[src/rtl/ecc_pkg.sv]
package ecc_pkg;

  localparam int MAX_D = 64;
  localparam int MAX_W = 72;

  // number of check bits (Hamming parity plus one overall parity bit)
  function automatic int chk_bits(input int dw);
    if (dw <= 4)       return 4;
    else if (dw <= 11) return 5;
    else if (dw <= 26) return 6;
    else if (dw <= 57) return 7;
    else               return 8;
  endfunction

  function automatic bit is_pow2(input int v);
    return (v & (v - 1)) == 0;
  endfunction

  // bit 0 holds overall parity, bits 1..n are Hamming positions
  function automatic logic [MAX_W-1:0] ecc_encode(input logic [MAX_D-1:0] d, input int dw);
    logic [MAX_W-1:0] cw;
    logic p;
    int n, j;
    n  = dw + chk_bits(dw) - 1;
    cw = '0;
    j  = 0;
    for (int pos = 1; pos < MAX_W; pos++) begin
      if (pos <= n && !is_pow2(pos)) begin
        cw[pos] = d[j];
        j++;
      end
    end
    for (int b = 0; b < 7; b++) begin
      p = 1'b0;
      for (int pos = 1; pos < MAX_W; pos++)
        if (pos <= n && ((pos >> b) & 1) == 1) p ^= cw[pos];
      if ((1 << b) <= n) cw[1 << b] = p;
    end
    cw[0] = ^cw;
    return cw;
  endfunction

  function automatic logic [6:0] ecc_syndrome(input logic [MAX_W-1:0] cw, input int n);
    logic [6:0] s;
    s = '0;
    for (int pos = 1; pos < MAX_W; pos++)
      if (pos <= n && cw[pos]) s ^= 7'(pos);
    return s;
  endfunction

  function automatic logic [MAX_D-1:0] ecc_extract(input logic [MAX_W-1:0] cw, input int n);
    logic [MAX_D-1:0] d;
    int j;
    d = '0;
    j = 0;
    for (int pos = 1; pos < MAX_W; pos++) begin
      if (pos <= n && !is_pow2(pos)) begin
        d[j] = cw[pos];
        j++;
      end
    end
    return d;
  endfunction

endpackage

[src/rtl/ecc_inject.sv]
module ecc_inject #(
  parameter int CW_W  = 39,
  localparam int POS_W = $clog2(CW_W)
) (
  input  logic             clk,
  input  logic             rst_n,
  input  logic             wr_go,
  input  logic             inj_s,
  input  logic             inj_d,
  output logic             fire,
  output logic [POS_W-1:0] pos,
  output logic [CW_W-1:0]  mask
);

  logic [POS_W-1:0] pos_nx;

  assign fire   = wr_go & (inj_s | inj_d);
  assign pos_nx = (pos == POS_W'(CW_W - 1)) ? '0 : pos + 1'b1;

  for (genvar i = 0; i < CW_W; i++) begin : g_mask
    assign mask[i] = fire & ((pos == POS_W'(i)) | (inj_d & (pos_nx == POS_W'(i))));
  end

  always_ff @(posedge clk or negedge rst_n) begin
    if (!rst_n)    pos <= '0;
    else if (fire) pos <= pos_nx;
  end

endmodule

[src/rtl/ecc_sdp_ram.sv]
module ecc_sdp_ram #(
  parameter int ADDR_W = 4,
  parameter int CW_W   = 39,
  localparam int DEPTH = 1 << ADDR_W
) (
  input  logic              clk,
  input  logic              rst_n,
  input  logic              we,
  input  logic [ADDR_W-1:0] waddr,
  input  logic [CW_W-1:0]   wdata,
  input  logic              re,
  input  logic [ADDR_W-1:0] raddr,
  output logic [CW_W-1:0]   rdata
);

  logic [CW_W-1:0] mem [DEPTH];

  always_ff @(posedge clk) begin
    if (we) mem[waddr] <= wdata;
  end

  // read-first: a same-edge write is not yet visible
  always_ff @(posedge clk or negedge rst_n) begin
    if (!rst_n)  rdata <= '0;
    else if (re) rdata <= mem[raddr];
  end

endmodule

[src/rtl/ecc_decode.sv]
module ecc_decode #(
  parameter int DATA_W = 32,
  parameter int CW_W   = 39
) (
  input  logic [CW_W-1:0]   cw,
  output logic [DATA_W-1:0] data,
  output logic              single,
  output logic              double
);
  import ecc_pkg::*;

  localparam int N = CW_W - 1;

  logic [MAX_W-1:0] full, fixed;
  logic [6:0]       syn;
  logic             par_bad;

  always_comb begin
    full    = MAX_W'(cw);
    syn     = ecc_syndrome(full, N);
    par_bad = ^cw;
    single  = par_bad && (int'(syn) <= N);
    double  = (syn != '0 && !par_bad) || (par_bad && int'(syn) > N);
    fixed   = full;
    if (single && syn != '0) fixed[syn] = ~full[syn];
    data    = DATA_W'(ecc_extract(fixed, N));
  end

endmodule

[src/rtl/ecc_ram_wrap.sv]
module ecc_ram_wrap #(
  parameter int DATA_W  = 32,
  parameter int ADDR_W  = 4,
  parameter bit IN_REG  = 1'b0,
  parameter bit OUT_REG = 1'b0
) (
  input  logic              clk,
  input  logic              rst_n,
  input  logic              wr_ce,
  input  logic              wr_we,
  input  logic [ADDR_W-1:0] wr_addr,
  input  logic [DATA_W-1:0] wr_data,
  input  logic              inj_single,
  input  logic              inj_double,
  input  logic              rd_ce,
  input  logic [ADDR_W-1:0] rd_addr,
  output logic [DATA_W-1:0] rd_data,
  output logic              err_single,
  output logic              err_double,
  output logic [ADDR_W-1:0] err_addr
);
  import ecc_pkg::*;

  localparam int CHK_W = chk_bits(DATA_W);
  localparam int CW_W  = DATA_W + CHK_W;
  localparam int POS_W = $clog2(CW_W);

  // write side after the optional input stage
  logic              w_go, w_s, w_d;
  logic [ADDR_W-1:0] w_addr;
  logic [DATA_W-1:0] w_data;

  if (IN_REG) begin : g_in_reg
    always_ff @(posedge clk or negedge rst_n) begin
      if (!rst_n) begin
        w_go <= 1'b0; w_s <= 1'b0; w_d <= 1'b0;
        w_addr <= '0; w_data <= '0;
      end else begin
        w_go   <= wr_ce & wr_we;
        w_s    <= inj_single;
        w_d    <= inj_double;
        w_addr <= wr_addr;
        w_data <= wr_data;
      end
    end
  end else begin : g_in_wire
    assign w_go   = wr_ce & wr_we;
    assign w_s    = inj_single;
    assign w_d    = inj_double;
    assign w_addr = wr_addr;
    assign w_data = wr_data;
  end

  // named events for the checker
  logic             inj_fire;
  logic [POS_W-1:0] inj_pos;
  logic [CW_W-1:0]  inj_mask;
  logic [CW_W-1:0]  enc_word;
  logic [MAX_W-1:0] enc_full;

  ecc_inject #(.CW_W(CW_W)) u_inj (
    .clk(clk), .rst_n(rst_n), .wr_go(w_go), .inj_s(w_s), .inj_d(w_d),
    .fire(inj_fire), .pos(inj_pos), .mask(inj_mask)
  );

  assign enc_full = ecc_encode(MAX_D'(w_data), DATA_W);
  assign enc_word = enc_full[CW_W-1:0] ^ inj_mask;

  logic [CW_W-1:0]   ram_q;
  logic [ADDR_W-1:0] raddr_q;

  ecc_sdp_ram #(.ADDR_W(ADDR_W), .CW_W(CW_W)) u_ram (
    .clk(clk), .rst_n(rst_n), .we(w_go), .waddr(w_addr), .wdata(enc_word),
    .re(rd_ce), .raddr(rd_addr), .rdata(ram_q)
  );

  always_ff @(posedge clk or negedge rst_n) begin
    if (!rst_n)     raddr_q <= '0;
    else if (rd_ce) raddr_q <= rd_addr;
  end

  logic [DATA_W-1:0] dec_data;
  logic              dec_s, dec_d;

  ecc_decode #(.DATA_W(DATA_W), .CW_W(CW_W)) u_dec (
    .cw(ram_q), .data(dec_data), .single(dec_s), .double(dec_d)
  );

  if (OUT_REG) begin : g_out_reg
    always_ff @(posedge clk or negedge rst_n) begin
      if (!rst_n) begin
        rd_data <= '0; err_single <= 1'b0; err_double <= 1'b0; err_addr <= '0;
      end else begin
        rd_data    <= dec_data;
        err_single <= dec_s;
        err_double <= dec_d;
        err_addr   <= raddr_q;
      end
    end
  end else begin : g_out_wire
    assign rd_data    = dec_data;
    assign err_single = dec_s;
    assign err_double = dec_d;
    assign err_addr   = raddr_q;
  end

endmodule

[config.mk]
export PLATFORM = sky130hd
export DESIGN_NAME = ecc_ram_wrap
export DESIGN_NICKNAME = d
export VERILOG_FILES = /design/src/rtl/ecc_pkg.sv /design/src/rtl/ecc_inject.sv /design/src/rtl/ecc_sdp_ram.sv /design/src/rtl/ecc_decode.sv /design/src/rtl/ecc_ram_wrap.sv
export SDC_FILE = /design/constraint.sdc
export NUM_CORES = 1
export LEC_CHECK = 0
export BUFFER_PORTS_ARGS = -buffer_cell sky130_fd_sc_hd__buf_4
export CAP_MARGIN = 20
export CORE_MARGIN = 4
export CORE_UTILIZATION = 45
export CTS_BUF_LIST = sky130_fd_sc_hd__clkbuf_8
export DETAILED_ROUTE_END_ITERATION = 7
export PLACE_DENSITY = 0.59
export SYNTH_ARGS = -nofsm -noshare
export SYNTH_HDL_FRONTEND = slang
export SYNTH_SLANG_ARGS = --single-unit
[constraint.sdc]
create_clock -name clk -period 3.71 [get_ports clk]
set_input_delay 0.371 -clock clk [delete_from_list [all_inputs] [get_ports clk]]
set_output_delay 0.371 -clock clk [all_outputs]
set_load 0.05 [all_outputs]
After elaboration in Yosys (flattened, before gate mapping) --
Memory sizes are Yosys's and may differ from the RTL's. A register that Yosys moved wholly into a read port is not among the register bits. Index checks and enable logic that the tools add are counted.
Storage, ports and cells: memories 1, bits of input ports 47, logic and storage cells 387, RAM bits 624, output and inout bits 38, bits in registers 10
Cells by class: equal/unequal tests 76, mux-type cells 47, order comparisons 4, reduce and logical (&&, ||, !) cells 13, $add $sub $neg 1, bitwise logic cells 243
Memories:
- u_ram.mem | depth 16, width 39, rd ports 1, clocked after Yosys merged registers in 1, write ports 1, RTL line ecc_sdp_ram.sv:16 | logic [CW_W-1:0] mem [DEPTH];
Operator list (number):
- equality test 6 x 5 -> 1 bit (second input constant) | 32
- equality test 6 x 4 -> 1 bit (second input constant) | 16
- equality test 6 bit (second input constant) | 14
- XOR 1 bit | 84
- AND 1 bit | 80
- 2-to-1 mux 5 bit | 16
- bitwise mux 72 bit | 1
- XOR reduction 72 bit | 1
- equality test 6 x 3 -> 1 bit (second input constant) | 8
- 2-to-1 mux 6 bit | 8
- OR 1 bit | 40
- 2-to-1 mux 39 bit | 1
- inverter 3 bit | 13
- XOR reduction 39 bit | 1
- XOR 39 bit | 1
- 2-to-1 mux 4 bit | 8
- inverter 2 bit | 13
- equality test 6 x 2 -> 1 bit (second input constant) | 4
- inverter 4 bit | 5
- equality test 6 x 1 -> 1 bit (second input constant) | 2
- zero test 6 bit | 2
- 2-to-1 mux 3 bit | 4
- < comparator 7 x 8 -> 1 bit (second input constant) | 1
- binary-select mux 1 bit (select 7 bit) | 1
- 14 further kinds | 28

Depth between registers and ports, before layout --
depth after elaboration 76, depth in mapped cells 10, gate-level depth less buffers 10

Hierarchy --
Synthesis repeated with hierarchy kept, for this count alone.
Second synthesis, totals: cell total of the unflattened synthesis 1582, area, all modules 29388.2 um^2
Modules (own cells, without submodules):
- ecc_sdp_ram | cells an instance 1061, instances 1, sequential area each 19713.9 um^2, area an instance 25166.6 um^2
- ecc_decode | cells an instance 218, instances 1, sequential area each 0.0 um^2, area an instance 1824.2 um^2
- ecc_inject | cells an instance 195, instances 1, sequential area each 150.1 um^2, area an instance 1262.5 um^2
- ecc_ram_wrap | cells an instance 108, instances 1, sequential area each 100.1 um^2, area an instance 1134.8 um^2

Worst setup path before layout --
Ideal clock, no wire load.
path kind input to register, from input wr_ce, to memory u_ram.mem[0][0], enable pin, required time 3.226 ns, arrival time 3.489 ns, path buffers 0, library setup time 0.484 ns, path slack -0.263 ns, stages on the path 3, path through nand2_1 > or3_1 > nor3_1
Between the ends: cells in the longest elaborated chain, start to end 3
RTL lines:
- start: declaration | RTL line ecc_ram_wrap.sv:9 | input logic wr_ce,
- AND 1 bit | RTL line ecc_ram_wrap.sv:47 | assign w_go = wr_ce & wr_we;
- 2-to-1 mux 1 bit | RTL line ecc_sdp_ram.sv:19 | if (we) mem[waddr] <= wdata;
- 2-to-1 mux 1 bit (not written as such) | RTL line ecc_sdp_ram.sv:19
- end: declaration | RTL line ecc_sdp_ram.sv:16
Every way passes these cells.

Final worst setup path --
from register u_ram.rdata[35], read port of u_ram.mem, to output rd_data[4]
Between the ends: cells in the longest elaborated chain, start to end 13, elaborated cells between the ends (all ways) 22, those cells by class order compare (3); mux (10); bitwise (4); reduce/logical (5)
RTL lines:
- start: declaration | RTL line ecc_sdp_ram.sv:13 | output logic [CW_W-1:0] rdata
- 2-to-1 mux 6 bit | RTL line ecc_pkg.sv:47 | if (pos <= n && cw[pos]) s ^= 7'(pos);
- inverter 2 bit (no source line)
- 2-to-1 mux 6 bit | RTL line ecc_pkg.sv:47
- inverter 3 bit (no source line)
- 2-to-1 mux 6 bit | RTL line ecc_pkg.sv:47
- inverter 3 bit (no source line)
- 2-to-1 mux 6 bit | RTL line ecc_pkg.sv:47
- < comparator 7 x 8 -> 1 bit (not written as such) or >= comparator 7 x 1 -> 1 bit (tied branches) | RTL line ecc_decode.sv:25 | if (single && syn != '0) fixed[syn] = ~full[syn];
- logical AND 1 bit (not written as such) | RTL line ecc_decode.sv:25
- 2-to-1 mux 1 bit (not written as such) | RTL line ecc_decode.sv:25
- demux 1 bit (select 7 bit)
- bitwise mux 72 bit | RTL line ecc_decode.sv:25
- 2-to-1 mux 39 bit * | RTL line ecc_decode.sv:25
- end: declaration | RTL line ecc_ram_wrap.sv:17 | output logic [DATA_W-1:0] rd_data,
Every way passes the cells marked *; elsewhere a longest branch is shown, timed or not. The select of a mux whose other input is x is not followed.

==> summary by stage <==
Worst setup path
Data arrives at the worst endpoint at 3570 ps. The slowest cell on the critical path is mux4_2. In this run the critical register-to-register path is launched from u_inj.pos[0]$_DFFE_PN0P_. In this run the worst path has a maximum fanout of 8.

The signal on the critical path passes through xnor2_2, xnor3_2, xnor2_4, xor2_2, buf_6, mux4_2, nand2_2, nand3b_4, o21ai_2, buf_6. STA classifies the critical path endpoint as an output pin. The most prevalent standard cell on the critical path is buf_6.

Grouping stages by cell kind, the critical path spends the most delay in XOR/XNOR gates. The longest individual stage delay on the worst path is 510 ps. The endpoint of the most critical register-to-register path is u_ram.mem[2][5]$_DFFE_PP_. The number of buffers and inverters on the critical path is 2. STA puts the critical path data required time at 3340 ps. The count of cells along the worst register-to-register path is 9. The worst setup path category is reg -> out. STA classifies the critical path startpoint as a flop. The worst register-to-register path has a setup slack of 360 ps.

Synth
The synthesized netlist net count is 1577. The portion of the post-synthesis area used by sequential elements is 69.2%. The cell taking the most area after synthesis is edfxtp_1. The number of library cell types mapped by synthesis is 66. The cell area that synthesis handed to floorplanning was 0.0289 sq mm. Summed over its instances, the top area cell type makes up 64.9% of the synthesized netlist area. The post-synthesis register bit count is 673. Counting flops with a built-in enable in the synthesized netlist gives 624.

The share of flip-flops with an asynchronous set or reset after synthesis is 7.28%. After synthesis, the cell types taking the most area are edfxtp_1, mux4_2, dfrtp_1, xnor2_1, mux2_2. The flip-flop cell with the highest count after synthesis is edfxtp_1. Synthesis handed over a netlist of 1526 instances. Yosys printed 0 warnings. In this run the mean area of a mapped cell was 18.9 sq um.

Routing
The wire length per cell after detailed routing is 27.4 microns. The final routed DRC violation total is 0. The first TritonRoute pass finished after 6 iterations. The post-detailed-route count of antenna-violating nets is 0. The via density per instance is 5.79. For this block, the initial DRC count from the detailed router was 1598. The final wirelength is 74400 microns. The number of vias after detailed routing is 15700.

Layout
The number of nets in the layout is 1841. In the layout the commonest cells are edfxtp_1, mux4_2, buf_4, clkbuf_8, xnor2_1. The multi-input combinational cells in the finished layout cover a total of 0.00915 sq mm. Leaving out filler cells and counting taps, the final layout contains 2716. The library cell used most frequently in the layout, excluding fill and tap cells, is edfxtp_1. The post-route netlist has 38.6% of its cells at a drive strength greater than 1. The total of fill cells in the finished design is 5036.

Registers take 0.0200 sq mm. The layout overhead on the synthesized area is 18.8%. The final standard cell utilization of the core is 54.1%.

After routing the design area is 0.0343 sq mm.

Clocking
TritonCTS built the clock tree. In this run the number of H-tree levels came out at 3. No sink is reached through more buffers than the 3 on the longest clock path. The clock sink count is 673. After clock tree synthesis, the clock-pin slew on the worst setup and hold paths is 60 ps. The tree is rooted in a clkbuf_8. The clock reaches the later pin of the worst-skew pair after 700 ps. The total clock buffers created by CTS is 107.

STA
In this run the tightest slew margin relative to its limit is 30.3%. Across all setup checks in the final design, the least slack found is -231 ps. Between clock sinks in the finished design, the worst skew comes to 23.9 ps. The final total negative setup slack is -5840 ps.

The worst path in the final design needs a cycle of 3940 ps, including I/O delays and setup. The number of hold-slack violations in the final timing report is 0. Setup repair after global routing could not meet its margin everywhere. Setup violations remaining at the end of the flow were counted as 32. Dividing the final minimum period by the clock period gives 106%. The total count of max-transition violations in the final report is 0. The slew of the pin with the lowest slew margin is 1040 ps. Derived from the worst setup path, the maximum achievable clock frequency is 254 MHz.

Worst hold path
In this run the most critical hold path is launched from wr_addr[2]. The number of cells on the worst hold path is 2. The terminating pin of the worst hold path is u_ram.mem[2][3]$_DFFE_PP_. The path class of the tightest hold or removal check is in -> reg.

Place
The number of port buffers is 84. After detailed placement, the design holds a cell count of 2483. The last weighted congestion value of the routability-driven placer is 0.863. In this run the cell area measured after placement is 0.0313 sq mm. The HPWL reported at the end of detailed placement is 44100 microns.

GRT
Global routing finished with a remaining overflow of 0. The via count of the first global-routing pass came to 16200. The maximum number of pins on one net before global-route repair is 51. The global routing usage summed across all routing layers is 22.2%.

The first global-routing pass estimated 109000 microns of wire. The number of antenna violations at the first check in global routing was 3.

Floorplanning
The starting density of the core is 45.6%. The full die area is 0.0682 sq mm. The horizontal extent of the die is 261 microns. The die is 261 microns tall. The I/O pin count is 85. The core region is 0.0633 sq mm. Row generation in the floorplan step produced 92 rows.

Power
The leakage power is 11.5 nW. The worst ir drop on vdd is 856 uV. The power after layout is 26.1 mW. The total power divided by cell area is 763 mW/mm^2.

Flow run
The reported max-cap violation count is 0.

Status
The flow ran to the end, but the final reports show violations. The checks that failed: negative setup slack.
-- sequential cells by signal, summed over array words and instances, names as in the netlist --
name	cells
err_addr	4
u_ram.mem	624
u_inj.pos	6
u_ram.rdata	39
-- kinds of logic after synthesis --
family	synth area share, %
AO/OA/AOI/OAI	3.12
XOR/XNOR	5.97
adder cells (fa/ha/maj)	0.173
buffers and inverters	1.38
flip-flops	69.2
multiplexers	17.3
AND/OR/NAND/NOR	2.93
-- Yosys cell counts, drive strengths merged (2+ instances only) --
master / count
a21oi: 11
a22oi: 22
a31oi: 6
a32oi: 8
and2: 3
and3: 2
buf: 27
clkbuf: 48
dfrtp: 49
edfxtp: 624
ha: 4
inv: 22
mux2: 57
mux2i: 17
mux4: 185
nand2: 61
nand2b: 7
nand3: 12
nand3b: 3
nand4: 4
nor2: 60
nor2b: 5
nor3: 6
o21a: 2
o21ai: 48
o22ai: 19
o31ai: 8
o32ai: 2
or2: 3
or3: 7
xnor2: 131
xnor3: 7
xor2: 40
-- metal layers --
layer | up-vias | part of all wire, % | routed length [microns] | global-route usage (%)
met3 | 102 | 7.6 | 5650 | 4.64
li1 | 6688 | - | - | -
met5 | - | 0 | 0 | 0
met1 | 8279 | 43 | 31800 | 32.1
met4 | 0 | 1.8 | 1330 | 5.47
met2 | 659 | 48 | 35500 | 35.0
-- final cells by class --
cell class / instances / area share (%)
Antenna cell: 1 / 0.00730
Clock buffer: 116 / 4.66
Clock inverter: 72 / 0.975
Inverter: 22 / 0.241
Multi-Input combinational cell: 758 / 26.7
Sequential cell: 673 / 58.3
Tap cell: 846 / 3.09
Timing Repair Buffer: 228 / 6.03
-- worst reg2reg max path: cells and delay by family (launching register included) --
kind / cells / cell delay [ps]
AOI/OAI and AO/OA: 1 / 120
DFF: 1 / 440
adders and majority gates: 1 / 370
buffers and inverters: 1 / 180
and+or+nand+nor: 5 / 1030
xor gates and xnor gates: 1 / 870
-- power breakdown --
group / total, mW / switching (mW) / internal, mW / leakage (nW)
clock network: 5.73 / 2.81 / 2.92 / 1.11
registers: 9.10 / 0.187 / 8.91 / 6.20
logic: 11.3 / 6.47 / 4.84 / 4.15
total: 26.1 / 9.46 / 16.7 / 11.5
-- worst max-delay path by stage --
stage | startpoint | endpoint | slack, ps | cells past startpoint
final | u_ram.rdata[35]$_DFFE_PN0P_ | rd_data[4] | -230 | 10
after global routing | u_ram.rdata[35]$_DFFE_PN0P_ | rd_data[25] | -380 | 11
after CTS | u_ram.rdata[10]$_DFFE_PN0P_ | rd_data[3] | -270 | 10
after global placement | u_ram.rdata[36]$_DFFE_PN0P_ | rd_data[13] | 150 | 9
after floorplan | u_ram.rdata[27]$_DFFE_PN0P_ | rd_data[11] | -140 | 9
after detailed placement | u_ram.rdata[36]$_DFFE_PN0P_ | rd_data[13] | 240 | 9
-- metrics by stage --
| stage | hold slack (ps) | setup slack (ps) |
|---|---|---|
| after floorplan | 75.4 | -138 |
| after global placement | 469 | 152 |
| after detailed placement | 478 | 239 |
| after CTS | 30.7 | -272 |
| after global routing | 55.9 | -383 |
| final | 99.8 | -231 |
-- timing repair --
action	4_1_cts	5_1_grt
gates resized for setup	119	32
hold endpoints to repair	49	0
hold buffers	1	0
endpoints found under the setup margin	34	50
buffers inserted	31	8
pin swaps	26	22
cloned	3	0
No activity file was read; power rests on OpenSTA's default activity.
